[config.mk]
export PLATFORM = sky130hd
export DESIGN_NAME = usb_pwr_ctl
export DESIGN_NICKNAME = d
export VERILOG_FILES = /design/src/rtl/usb_pwr_pkg.sv /design/src/rtl/upc_ctrl_bits.sv /design/src/rtl/upc_susp_fsm.sv /design/src/rtl/upc_iso_gate.sv /design/src/rtl/usb_pwr_ctl.sv
export SDC_FILE = /design/constraint.sdc
export NUM_CORES = 1
export LEC_CHECK = 0
export BUFFER_PORTS_ARGS = -buffer_cell sky130_fd_sc_hd__buf_2
export CAP_MARGIN = 20
export CORE_MARGIN = 2
export CORE_UTILIZATION = 41
export CTS_CLUSTER_SIZE = 16
export DETAILED_ROUTE_END_ITERATION = 16
export GPL_ROUTABILITY_DRIVEN = 0
export PLACE_DENSITY_LB_ADDON = 0.25
export SLEW_MARGIN = 20
export SYNTH_ARGS = -nofsm -noshare
export SYNTH_HDL_FRONTEND = slang
export SYNTH_SLANG_ARGS = --single-unit
[constraint.sdc]
create_clock -name clk -period 2.85 [get_ports clk]
set_clock_uncertainty 0.15 [all_clocks]
set_input_delay 0.855 -clock clk [delete_from_list [all_inputs] [get_ports clk]]
set_output_delay 0.855 -clock clk [all_outputs]
set_load 0.02 [all_outputs]
[src/rtl/usb_pwr_pkg.sv]
package usb_pwr_pkg;
   localparam int DATA_W   = 8;
   localparam int B_ISO    = 7;
   localparam int B_INH    = 4;
   localparam int B_RST    = 3;
   localparam int B_RSM    = 2;
   localparam int B_SUSP   = 1;
   localparam int B_SUSEN  = 0;
   localparam logic [DATA_W-1:0] RST_VAL = 8'h10;
endpackage

[src/rtl/upc_ctrl_bits.sv]
module upc_ctrl_bits
   import usb_pwr_pkg::*;
(
   input  logic clk,
   input  logic rst_n,
   input  logic wr_hit,
   input  logic wd_iso,
   input  logic wd_inh,
   input  logic wd_rst,
   input  logic wd_rsm,
   input  logic wd_susen,
   output logic iso_upd,
   output logic inhibit,
   output logic rsm_bit,
   output logic susen,
   output logic func_reset
);
   logic soft_rst;
   assign soft_rst = wr_hit && wd_rst;

   always_ff @(posedge clk or negedge rst_n) begin
      if (!rst_n) begin
         iso_upd    <= RST_VAL[B_ISO];
         inhibit    <= RST_VAL[B_INH];
         rsm_bit    <= RST_VAL[B_RSM];
         susen      <= RST_VAL[B_SUSEN];
         func_reset <= 1'b0;
      end else begin
         func_reset <= soft_rst;
         if (soft_rst) begin
            iso_upd <= RST_VAL[B_ISO];
            inhibit <= RST_VAL[B_INH];
            rsm_bit <= RST_VAL[B_RSM];
            susen   <= RST_VAL[B_SUSEN];
         end else if (wr_hit) begin
            iso_upd <= wd_iso;
            inhibit <= inhibit && wd_inh;
            rsm_bit <= wd_rsm;
            susen   <= wd_susen;
         end
      end
   end
endmodule

[src/rtl/upc_susp_fsm.sv]
module upc_susp_fsm (
   input  logic clk,
   input  logic rst_n,
   input  logic wr_hit,
   input  logic wd_rst,
   input  logic wd_rsm,
   input  logic susen,
   input  logic inhibit,
   input  logic bus_suspend,
   input  logic bus_resume,
   input  logic intreg_rd,
   output logic suspended,
   output logic wakeup_drive,
   output logic resume_irq
);
   logic res_seen;
   logic soft_rst, wk_start, wk_end, bus_wake, enter;

   assign soft_rst = wr_hit && wd_rst;
   assign wk_start = wr_hit && wd_rsm && suspended && !wakeup_drive;
   assign wk_end   = wr_hit && !wd_rsm && wakeup_drive;
   assign bus_wake = res_seen && intreg_rd;
   assign enter    = susen && !inhibit && bus_suspend && !suspended;

   always_ff @(posedge clk or negedge rst_n) begin
      if (!rst_n) begin
         suspended    <= 1'b0;
         wakeup_drive <= 1'b0;
         res_seen     <= 1'b0;
         resume_irq   <= 1'b0;
      end else if (soft_rst) begin
         suspended    <= 1'b0;
         wakeup_drive <= 1'b0;
         res_seen     <= 1'b0;
         resume_irq   <= 1'b0;
      end else begin
         resume_irq <= wk_end;
         if (wk_start)
            wakeup_drive <= 1'b1;
         else if (wk_end)
            wakeup_drive <= 1'b0;
         if (suspended && !inhibit && bus_resume)
            res_seen <= 1'b1;
         else if (bus_wake || !suspended)
            res_seen <= 1'b0;
         if (wk_end || bus_wake)
            suspended <= 1'b0;
         else if (enter)
            suspended <= 1'b1;
      end
   end
endmodule

[src/rtl/upc_iso_gate.sv]
module upc_iso_gate #(
   parameter bit ISO_EN = 1'b1
) (
   input  logic clk,
   input  logic rst_n,
   input  logic iso_upd,
   input  logic inhibit,
   input  logic iso_armed,
   input  logic sof_rx,
   input  logic in_tok,
   output logic iso_send,
   output logic iso_zlp,
   output logic iso_hold
);
   generate
      if (ISO_EN) begin : g_iso
         logic sof_seen;
         logic tok_ok;
         assign tok_ok   = in_tok && iso_armed && !inhibit;
         assign iso_send = tok_ok && (!iso_upd || sof_seen);
         assign iso_zlp  = tok_ok && iso_upd && !sof_seen;
         assign iso_hold = iso_upd && iso_armed && !sof_seen;
         always_ff @(posedge clk or negedge rst_n) begin
            if (!rst_n)
               sof_seen <= 1'b0;
            else if (!iso_armed || !iso_upd || iso_send)
               sof_seen <= 1'b0;
            else if (sof_rx && !inhibit)
               sof_seen <= 1'b1;
         end
      end else begin : g_noiso
         logic unused;
         assign unused   = &{clk, rst_n, iso_upd, inhibit, iso_armed, sof_rx, in_tok};
         assign iso_send = 1'b0;
         assign iso_zlp  = 1'b0;
         assign iso_hold = 1'b0;
      end
   endgenerate
endmodule

[src/rtl/usb_pwr_ctl.sv]
module usb_pwr_ctl
   import usb_pwr_pkg::*;
#(
   parameter int          ADDR_W   = 8,
   parameter logic [7:0]  REG_ADDR = 8'h01,
   parameter bit          ISO_EN   = 1'b1
) (
   input  logic              clk,
   input  logic              rst_n,
   input  logic [ADDR_W-1:0] reg_addr,
   input  logic              reg_wr,
   input  logic [7:0]        reg_wdata,
   input  logic              reg_rd,
   output logic [7:0]        reg_rdata,
   input  logic              bus_suspend,
   input  logic              bus_resume,
   input  logic              bus_reset,
   input  logic              sof_rx,
   input  logic              in_tok,
   input  logic              iso_armed,
   input  logic              intreg_rd,
   output logic              usb_inhibit,
   output logic              suspended,
   output logic              wakeup_drive,
   output logic              func_reset,
   output logic              resume_irq,
   output logic              iso_send,
   output logic              iso_zlp,
   output logic              iso_hold
);
   localparam logic [ADDR_W-1:0] HIT_ADDR = ADDR_W'(REG_ADDR);

   initial begin
      assert (ADDR_W >= 1 && ADDR_W <= 8) else $error("ADDR_W out of range");
      assert (ADDR_W == 8 || REG_ADDR < (8'd1 << ADDR_W)) else $error("REG_ADDR exceeds ADDR_W");
      assert (DATA_W == 8) else $error("register is 8 bits");
   end

   logic sel, wr_hit;
   logic iso_upd, rsm_bit, susen;
   logic unused_wd;

   assign sel       = (reg_addr == HIT_ADDR);
   assign wr_hit    = reg_wr && sel;
   assign unused_wd = &{reg_wdata[6:5], reg_wdata[1]};

   upc_ctrl_bits u_bits (
      .clk(clk), .rst_n(rst_n), .wr_hit(wr_hit),
      .wd_iso(reg_wdata[B_ISO]), .wd_inh(reg_wdata[B_INH]), .wd_rst(reg_wdata[B_RST]),
      .wd_rsm(reg_wdata[B_RSM]), .wd_susen(reg_wdata[B_SUSEN]),
      .iso_upd(iso_upd), .inhibit(usb_inhibit), .rsm_bit(rsm_bit),
      .susen(susen), .func_reset(func_reset)
   );

   upc_susp_fsm u_susp (
      .clk(clk), .rst_n(rst_n), .wr_hit(wr_hit),
      .wd_rst(reg_wdata[B_RST]), .wd_rsm(reg_wdata[B_RSM]),
      .susen(susen), .inhibit(usb_inhibit),
      .bus_suspend(bus_suspend), .bus_resume(bus_resume), .intreg_rd(intreg_rd),
      .suspended(suspended), .wakeup_drive(wakeup_drive), .resume_irq(resume_irq)
   );

   upc_iso_gate #(.ISO_EN(ISO_EN)) u_iso (
      .clk(clk), .rst_n(rst_n), .iso_upd(iso_upd), .inhibit(usb_inhibit),
      .iso_armed(iso_armed), .sof_rx(sof_rx), .in_tok(in_tok),
      .iso_send(iso_send), .iso_zlp(iso_zlp), .iso_hold(iso_hold)
   );

   always_comb begin
      reg_rdata = '0;
      if (reg_rd && sel) begin
         reg_rdata[B_ISO]   = iso_upd;
         reg_rdata[B_INH]   = usb_inhibit;
         reg_rdata[B_RST]   = bus_reset;
         reg_rdata[B_RSM]   = rsm_bit;
         reg_rdata[B_SUSP]  = suspended;
         reg_rdata[B_SUSEN] = susen;
      end
   end
endmodule

==> results.tsv, run 1 <==
metric	value	unit
result_of_the_run	completed	
design.portCount	43	
worstPathMaxFanout	6	
grt_use_total	15.33	%
clk_latency	0.26	ns
io_buffers	37	
p_switching	88.62	uW
cts_tree	built	
synth_simple_gate_area_share	34.34	%
route.antenna.remaining_nets	0	
place.detailed.instances	108	
detail_route.vias_per_cell	4.982	
startpoint_types	input pin	
antenna_cell_count	0	
synth-adder-area-share	0	%
initial_antenna_violation_count	0	
count_of_final_max_slew_check_failures	0	
cts-root-to-sink-buffers	2	
critical_path_required	1.85	ns
hpwl	935.4	um
combPwrFrac	17.7	%
worstPathArrival	1.78	ns
nNetsFinal	126	
synth-seq-area-share	43.41	%
syn_area	579.3	um2
syn_inst	56	
power.share.clock	36.3	%
post_synth_cell_types	27	
area_growth_syn_to_layout	42.98	%
top_usage_layer	met2	
worstSetupPathType	input pin to primary output	
clk_root_buffer_cell	sky130_fd_sc_hd__clkbuf_4	
mean_instance_size_in_the_synthesized_netlist	10.34	um2
cts_hold_buf	0	
final_critical_path_setup_slack	0.06244	ns
first_iter_violations	11	
cell_internal_pwr	258.0	uW
finalSetupViolCount	0	
post_route_cells_drive_above_1_share	48.98	%
fin_crit_sh	97.81	%
setup.worst_path.end_class	primary output	
synth.ff_latch_count	10	
holdCritPathClass	input pin to asynchronous set/reset pin	
swShare	25.57	%
vdd_drop_max	0.2277	mV
groute.layer.met2.usage	24.69	%
p_leak	0.0004759	uW
fmaxAchievable	358.7	MHz
detailed_route_wire_length_per_cell	10.50	um
die_area	1730	um2
std_cell_rows	13	
layout.cells.non_filler	113	
drt-pass1-iter-count	4	
gr-usage-met1	16.90	%
synth.yosys.warnings	0	
cap_violations	0	
grt_pass1_vias	532	
routed_via_count	563	
clkSinkCount	10	
power_frac_seq	46.0	%
post_synth_mux_area_share	5.832	%
floorplan.initialDensity	43.97	%
drt-total-wl	1186	um
drt_drc_violations_left	0	
coreArea	1318	um2
h_tree_lvls	1	
cts_inserted_buffers	3	
dieHeight	41.59	um
path_clk_slew	0.07	ns
final_hold_viol_count	0	
grt_use_met3	4.783	%
critical_path.startpoint	reg_addr[1]	
gr-total-overflow	0	
grt_first_pass_wirelength	2070	um
pin_count_of_the_biggest_net_entering_global_routing	11	
rr_startpoint	u_bits.inhibit$_DFFE_PN1P_	
synth_top_family_by_area	simple AND/OR/NAND/NOR gates	
final.fill_count	119	
die_width	41.59	um
setup_slack_at_placement	-0.02313	ns
synth-compound-area-share	9.935	%
yosys.area_share.xor_xnor	0	%
final.min_clock_period	2.788	ns
timing.hold.ws	0.2823	ns
power_density	418.4	nW/um2
==> power by group through the flow <==
| stage | Clock, uW | Combinational [uW] | Sequential [uW] |
|---|---|---|---|
| CTS | 129 | 61.3 | 160 |
| floorplan | 0 | 25.2 | 167 |
| finish | 126 | 61.4 | 159 |
| detailed placement | 0 | 61.2 | 162 |
| global placement | 0 | 60.2 | 162 |
| global route | 142 | 67.6 | 162 |
==> cell usage in the layout, fill, tap and decap left out, types with 2 or more instances in the layout <==
cell type	instances
sky130_fd_sc_hd__inv_1	3
sky130_fd_sc_hd__and4_1	2
sky130_fd_sc_hd__buf_2	37
sky130_fd_sc_hd__and2_1	6
sky130_fd_sc_hd__dfrtp_1	9
sky130_fd_sc_hd__nor2_1	5
sky130_fd_sc_hd__nor2b_1	5
sky130_fd_sc_hd__buf_4	3
sky130_fd_sc_hd__conb_1	2
sky130_fd_sc_hd__clkbuf_4	3
sky130_fd_sc_hd__mux2_1	3
==> sequential cells by signal, summed over array words and instances, names as in the netlist <==
name                  count
u_bits.func_reset         1
u_bits.inhibit            1
u_bits.iso_upd            1
u_bits.rsm_bit            1
u_bits.susen              1
u_iso.g_iso.sof_seen      1
u_susp.res_seen           1
u_susp.resume_irq         1
u_susp.suspended          1
u_susp.wakeup_drive       1
==> worst max-delay path, cell delays in order <==
cell and delay, ns:
sky130_fd_sc_hd__buf_2 0.11, sky130_fd_sc_hd__nor4b_4 0.28, sky130_fd_sc_hd__and3_4 0.25, sky130_fd_sc_hd__and2_1 0.12, sky130_fd_sc_hd__buf_2 0.15
==> cells in the mapped netlist (all sizes together) <==
master / count / share of area (%)
a21o: 1 / 1.3
a21oi: 1 / 0.86
a221oi: 1 / 1.5
a22o: 1 / 1.5
a22oi: 1 / 1.3
a31oi: 1 / 1.1
and2: 6 / 6.5
and3: 2 / 2.2
and4: 2 / 3.0
buf: 3 / 3.9
conb: 1 / 0.65
dfrtp: 9 / 39
dfstp: 1 / 4.5
inv: 3 / 1.9
mux2: 3 / 5.8
nand2: 1 / 0.65
nand2b: 1 / 1.1
nand3: 1 / 0.86
nand4b: 1 / 1.5
nor2: 5 / 3.2
nor2b: 5 / 5.4
nor3: 1 / 0.86
nor3b: 1 / 1.3
nor4: 1 / 3.7
nor4b: 1 / 4.1
o21ai: 1 / 0.86
o22a: 1 / 1.5
==> through the flow <==
stage	util, %	setup TNS, ns	power (uW)	cell area, um2
6_report	62.87	0	346.6	828.3
5_1_grt	62.87	-0.03910	371.3	828.3
4_1_cts	62.01	0	349.5	817.0
3_5_place_dp	59.16	-0.1085	223.3	779.5
3_3_place_gp	59.16	-0.01910	222.4	779.5
2_1_floorplan	-	0	191.9	583.1
==> cells by family (layout without fill, tap and decap cells) <==
kind of cell,count (synthesis),in the layout
flip-flops,10,10
AO/OA/AOI/OAI,8,8
AND/OR/NAND/NOR,28,28
multiplexers,3,3
buffers and inverters,6,47
other,1,2
==> metal layers <==
metal,vias to the layer above,share of wire [%]
li1,279,-
met1,248,40
met2,32,50
met3,4,9.0
met4,0,1.3
met5,-,0
==> worst paths after layout <==
| kind | cells after the start | slack, ns | to |
|---|---|---|---|
| max in group asynchronous | 1 | 2.02 | u_bits.inhibit$_DFFE_PN1P_ |
| hold reg to reg | 1 | 0.32 | u_susp.suspended$_DFFE_PN0P_ |
| min in group clk | 1 | 0.32 | u_susp.suspended$_DFFE_PN0P_ |
| hold / removal | 1 | 0.28 | u_susp.res_seen$_DFFE_PN0P_ |
| setup / recovery | 5 | 0.06 | reg_rdata[1] |
| setup reg to reg | 3 | 1.70 | u_iso.g_iso.sof_seen$_DFFE_PN0P_ |
==> final cells by class <==
type,count,area (um2),share of cell area [%]
multi-input combinational,41,302.8,36.56
sequential,10,251.5,30.36
timing repair buffer,40,207.7,25.08
clock buffer,4,36.28,4.381
tap,15,18.77,2.266
inverter,3,11.26,1.360
==> repair_timing <==
action,in CTS,in global routing
gates resized for setup,1,1
endpoints found under the setup margin,6,6
buffers inserted,0,1
pin swaps,0,2
No activity file was read; power rests on OpenSTA's default activity.
==> inputs of run 2 (changes only) <==
--- a/config.mk
+++ b/config.mk
@@ -13,4 +13,5 @@
 export DETAILED_ROUTE_END_ITERATION = 16
 export GPL_ROUTABILITY_DRIVEN = 0
+export MAX_ROUTING_LAYER = met4
 export PLACE_DENSITY_LB_ADDON = 0.25
 export SLEW_MARGIN = 20
--- a/constraint.sdc
+++ b/constraint.sdc
@@ -3,3 +3,3 @@
 set_input_delay 0.855 -clock clk [delete_from_list [all_inputs] [get_ports clk]]
 set_output_delay 0.855 -clock clk [all_outputs]
-set_load 0.02 [all_outputs]
+set_load 0.05 [all_outputs]
==> results.tsv, run 2 (synthesis results as in run 1) <==
metric	value	unit
result_of_the_run	completed	
die_area	1730	um2
worst_path_buffer_plus_inverter_count	2	
final_hold_viol_count	0	
design.portCount	43	
coreArea	1318	um2
holdCritPathClass	input pin to asynchronous set/reset pin	
critical_path_cell_count	5	
vdd_drop_max	0.2586	mV
area_growth_syn_to_layout	57.88	%
clk_root_buffer_cell	sky130_fd_sc_hd__clkbuf_4	
p_leak	0.0004941	uW
startpoint_types	input pin	
post_route_cells_drive_above_1_share	55.67	%
p_switching	109.1	uW
first_iter_violations	9	
crit_path_max_incr_delay	0.28	ns
cell_internal_pwr	237.6	uW
cts_tree	built	
finalSetupViolCount	0	
path_clk_slew	0.07	ns
setup.worst_path.end_class	primary output	
route.antenna.remaining_nets	0	
clkSinkCount	10	
final.fill_count	119	
worstSetupPathType	input pin to primary output	
power_frac_seq	46.3	%
cts_inserted_buffers	3	
reg2reg_to	u_iso.g_iso.sof_seen$_DFFE_PN0P_	
die_width	41.59	um
critical_path.startpoint	reg_addr[2]	
fmaxAchievable	356.0	MHz
critical_path_required	1.85	ns
io_buffers	37	
cap_violations	0	
clk_latency	0.27	ns
most_frequent_cells_in_the_layout	sky130_fd_sc_hd__buf_2 (28), sky130_fd_sc_hd__dfrtp_1 (9), sky130_fd_sc_hd__and2_4 (6), sky130_fd_sc_hd__buf_8 (6)	
swShare	31.48	%
cts-root-to-sink-buffers	2	
detailed_route_wire_length_per_cell	13.89	um
power.share.clock	29.4	%
antenna_cell_count	0	
combPwrFrac	24.4	%
std_cell_rows	13	
timing.setup.tns	0	ns
detail_route.vias_per_cell	5.071	
drt_drc_violations_left	0	
power_density	379.1	nW/um2
floorplan.initialDensity	43.97	%
drt-total-wl	1556	um
most_common_library_cell_in_the_layout_ignoring_fill_and_taps	sky130_fd_sc_hd__buf_2	
setup.worst_path.end	reg_rdata[0]	
cts_post_setup_buffers_inserted	0	
nNetsFinal	125	
grt_first_pass_wirelength	2263	um
drt-pass1-iter-count	4	
grt_use_total	18.12	%
worst_path_dominant_cell_family	simple AND/OR/NAND/NOR gates	
dieHeight	41.59	um
finish.utilization	69.42	%
initial_antenna_violation_count	0	
gr-total-overflow	0	
rr_startpoint	u_bits.inhibit$_DFFE_PN1P_	
worstPathMaxFanout	6	
hpwl	1039	um
timing.reg2reg.worst_path_depth	3	
grt_setup_unrepaired	yes	
pin_count_of_the_biggest_net_entering_global_routing	11	
grt_pass1_vias	533	
cp_slowest_cell	sky130_fd_sc_hd__nor4_4	
fin_crit_sh	98.55	%
routed_via_count	568	
h_tree_lvls	1	
worstPathArrival	1.80	ns
count_of_final_max_slew_check_failures	0	
final.min_clock_period	2.809	ns
setup.reg_to_reg.worst_slack	1.64	ns
ordered_cell_list_for_the_critical_path	buf_8, nor4_4, and3_4, and2_4, buf_6	
run 2: worst min-delay path by stage:
stage	start	endpoint	slack (ns)	cells after the start
floorplan	u_susp.res_seen$_DFFE_PN0P_	u_susp.suspended$_DFFE_PN0P_	0.28	1
global placement	u_susp.res_seen$_DFFE_PN0P_	u_susp.suspended$_DFFE_PN0P_	0.30	1
detailed placement	u_susp.res_seen$_DFFE_PN0P_	u_susp.suspended$_DFFE_PN0P_	0.30	1
CTS	rst_n	u_susp.resume_irq$_DFF_PN0_	0.29	1
global route	rst_n	u_susp.suspended$_DFFE_PN0P_	0.29	1
finish	rst_n	u_susp.resume_irq$_DFF_PN0_	0.28	1
run 2: repair_timing:
action / in CTS / in global routing
endpoints found under the hold margin: 0 / 0
resized for setup: 9 / 21
hold buffers: 0 / 0
pin swaps: 1 / 6
endpoints found under the setup margin: 6 / 6
run 2: layout make-up:
cell class	instances	area (um2)	area share (%)
Tap cell	15	18.77	2.052
Clock buffer	4	26.28	2.873
Sequential cell	10	251.5	27.50
Inverter	3	11.26	1.231
Multi-Input combinational cell	41	327.8	35.84
Timing Repair Buffer	39	279.0	30.51
run 2: power groups by stage:
stage | clock (uW) | sequential, uW | combinational, uW
finish | 102 | 160 | 84.5
global route | 115 | 162 | 90.3
CTS | 104 | 160 | 81.4
detailed placement | 0 | 162 | 80.8
global placement | 0 | 163 | 79.1
floorplan | 0 | 179 | 32.2
run 2: per-stage QoR:
| step | total power, uW | std cells | setup WS (ns) | cell area [um2] | hold slack (ns) |
|---|---|---|---|---|---|
| final | 346.7 | 112 | 0.04131 | 914.6 | 0.2820 |
| after floorplan | 211.0 | 57 | 0.002959 | 593.1 | 0.2825 |
| after global placement | 241.6 | 108 | -0.1153 | 789.5 | 0.2955 |
| after global routing | 366.4 | 112 | -0.009715 | 914.6 | 0.2885 |
| after detailed placement | 242.9 | 108 | -0.1493 | 789.5 | 0.2969 |
| after CTS | 345.0 | 112 | 0.002610 | 839.6 | 0.2877 |
run 2: metal layers:
| metal | up-vias | share of wire (%) | GRT usage (%) |
|---|---|---|---|
| met1 | 271 | 37 | 17.50 |
| met4 | 0 | 0 | 11.61 |
| li1 | 274 | - | - |
| met3 | 0 | 6.0 | 3.043 |
| met5 | - | 0 | - |
| met2 | 23 | 56 | 32.81 |
==> inputs of run 3 (changes only) <==
GPL_ROUTABILITY_DRIVEN = unset   (was 0)
RECOVER_POWER = 50   (was unset)
SKIP_CTS_REPAIR_TIMING = 1   (was unset)
==> results.tsv, run 3 (synthesis results as in run 1) <==
metric	value	unit
initial_antenna_violation_count	0	
final.min_clock_period	2.814	ns
route.antenna.remaining_nets	0	
grt_use_total	17.37	%
nNetsFinal	125	
routed_via_count	576	
critical_path_required	1.85	ns
holdCritPathClass	register to register	
combPwrFrac	24.1	%
gr-total-overflow	0	
clkSinkCount	10	
rr_startpoint	u_bits.inhibit$_DFFE_PN1P_	
vdd_drop_max	0.2598	mV
hp-start	u_susp.res_seen$_DFFE_PN0P_	
hold_path_depth	1	
most_frequent_cells_in_the_layout	sky130_fd_sc_hd__buf_2 (28), sky130_fd_sc_hd__dfrtp_1 (9), sky130_fd_sc_hd__buf_8 (7)	
final.fill_count	115	
fmaxAchievable	355.4	MHz
power_density	379.0	nW/um2
pin_count_of_the_biggest_net_entering_global_routing	11	
floorplan.initialDensity	43.97	%
path_clk_slew	0.07	ns
first_iter_violations	7	
setup.reg_to_reg.worst_slack	1.65	ns
reg2reg_to	u_iso.g_iso.sof_seen$_DFFE_PN0P_	
swShare	31.52	%
multi_input_area	327.8	um2
worstPathMaxFanout	6	
std_cell_rows	13	
timing.hold.ws	0.3062	ns
grt_setup_unrepaired	yes	
final_cell_area	910.9	um2
p_leak	0.0004902	uW
finalSetupViolCount	0	
coreArea	1318	um2
worstPathArrival	1.81	ns
place.detailed.instances	108	
area.sequential	251.5	um2
io_buffers	37	
detailed_route_wire_length_per_cell	12.88	um
area_growth_syn_to_layout	57.24	%
cts-root-to-sink-buffers	2	
drt-pass1-iter-count	2	
drt_drc_violations_left	0	
final_hold_viol_count	0	
startpoint_types	input pin	
cts_inserted_buffers	3	
clk_latency	0.26	ns
cts_tree	built	
detail_route.vias_per_cell	5.143	
clk_root_buffer_cell	sky130_fd_sc_hd__clkbuf_4	
timing_worst_slew_pin_value	0.5357	ns
setup.worst_path.end_class	primary output	
worst_hold_path.endpoint	u_susp.suspended$_DFFE_PN0P_	
cap_violations	0	
design.portCount	43	
drt-total-wl	1442	um
die_area	1730	um2
p_switching	108.8	uW
timing.setup.tns	0	ns
result_of_the_run	completed	
die_width	41.59	um
worstSetupPathType	input pin to primary output	
post_route_cells_drive_above_1_share	54.64	%
layout.cells.non_filler	112	
cell_internal_pwr	236.4	uW
power.share.clock	29.4	%
timing.reg2reg.worst_path_depth	3	
antenna_cell_count	0	
count_of_final_max_slew_check_failures	0	
most_common_library_cell_in_the_layout_ignoring_fill_and_taps	sky130_fd_sc_hd__buf_2	
dieHeight	41.59	um
grt_first_pass_wirelength	2159	um
hpwl	1039	um
grt_pass1_vias	495	
fin_crit_sh	98.72	%
h_tree_lvls	1	
worst_slew_margin_rel	64.29	%
place_area	789.5	um2
power_frac_seq	46.5	%
routabilityCongestion	0.7665	
==> run 3: metrics by stage <==
stage	worst slack (ns)	power, uW	utilization (%)
finish	0.03645	345.2	69.14
global route	-0.006263	364.7	69.14
CTS	-0.1493	344.9	61.92
detailed placement	-0.1493	242.9	59.92
global placement	-0.1153	241.6	59.92
floorplan	0.002959	211.0	-
==> run 3: how the worst max path moves through the flow <==
| stage | startpoint | to | slack, ns | cells after the start |
|---|---|---|---|---|
| after CTS | reg_addr[7] | reg_rdata[0] | -0.15 | 5 |
| after global placement | reg_addr[1] | reg_rdata[0] | -0.12 | 5 |
| final | reg_addr[1] | reg_rdata[2] | 0.04 | 5 |
| after detailed placement | reg_addr[7] | reg_rdata[0] | -0.15 | 5 |
| after global routing | reg_addr[1] | reg_rdata[4] | -0.006 | 5 |
| after floorplan | reg_addr[1] | reg_rdata[0] | 0.003 | 3 |
==> run 3: final cells by class <==
cell class                 count  share of cell area (%)
multi-input combinational     41                   35.99
timing repair buffer          39                   30.22
sequential                    10                   27.61
clock buffer                   4                   2.885
tap                           15                   2.060
inverter                       3                   1.236
==> run 3: power groups by stage <==
| stage | sequential, uW | combinational, uW | clock, uW |
|---|---|---|---|
| floorplan | 179 | 32.2 | 0 |
| finish | 161 | 83.1 | 102 |
| detailed placement | 162 | 80.8 | 0 |
| global placement | 163 | 79.1 | 0 |
| global route | 162 | 88.6 | 115 |
| CTS | 160 | 81.2 | 104 |
==> run 3: per-layer routing <==
metal	vias up	share of wire [%]	wire [um]	global-route usage, %
met2	19	55	792	29.69
li1	276	-	-	-
met5	-	0	0	-
met3	0	4.7	68	2.609
met4	0	0	0	9.677
met1	281	40	581	19.17
==> run 3: critical path: stages <==
cell                      delay, ns
sky130_fd_sc_hd__buf_2         0.11
sky130_fd_sc_hd__nor4b_4       0.28
sky130_fd_sc_hd__and3_4        0.27
sky130_fd_sc_hd__and2_4        0.16
sky130_fd_sc_hd__buf_8         0.14
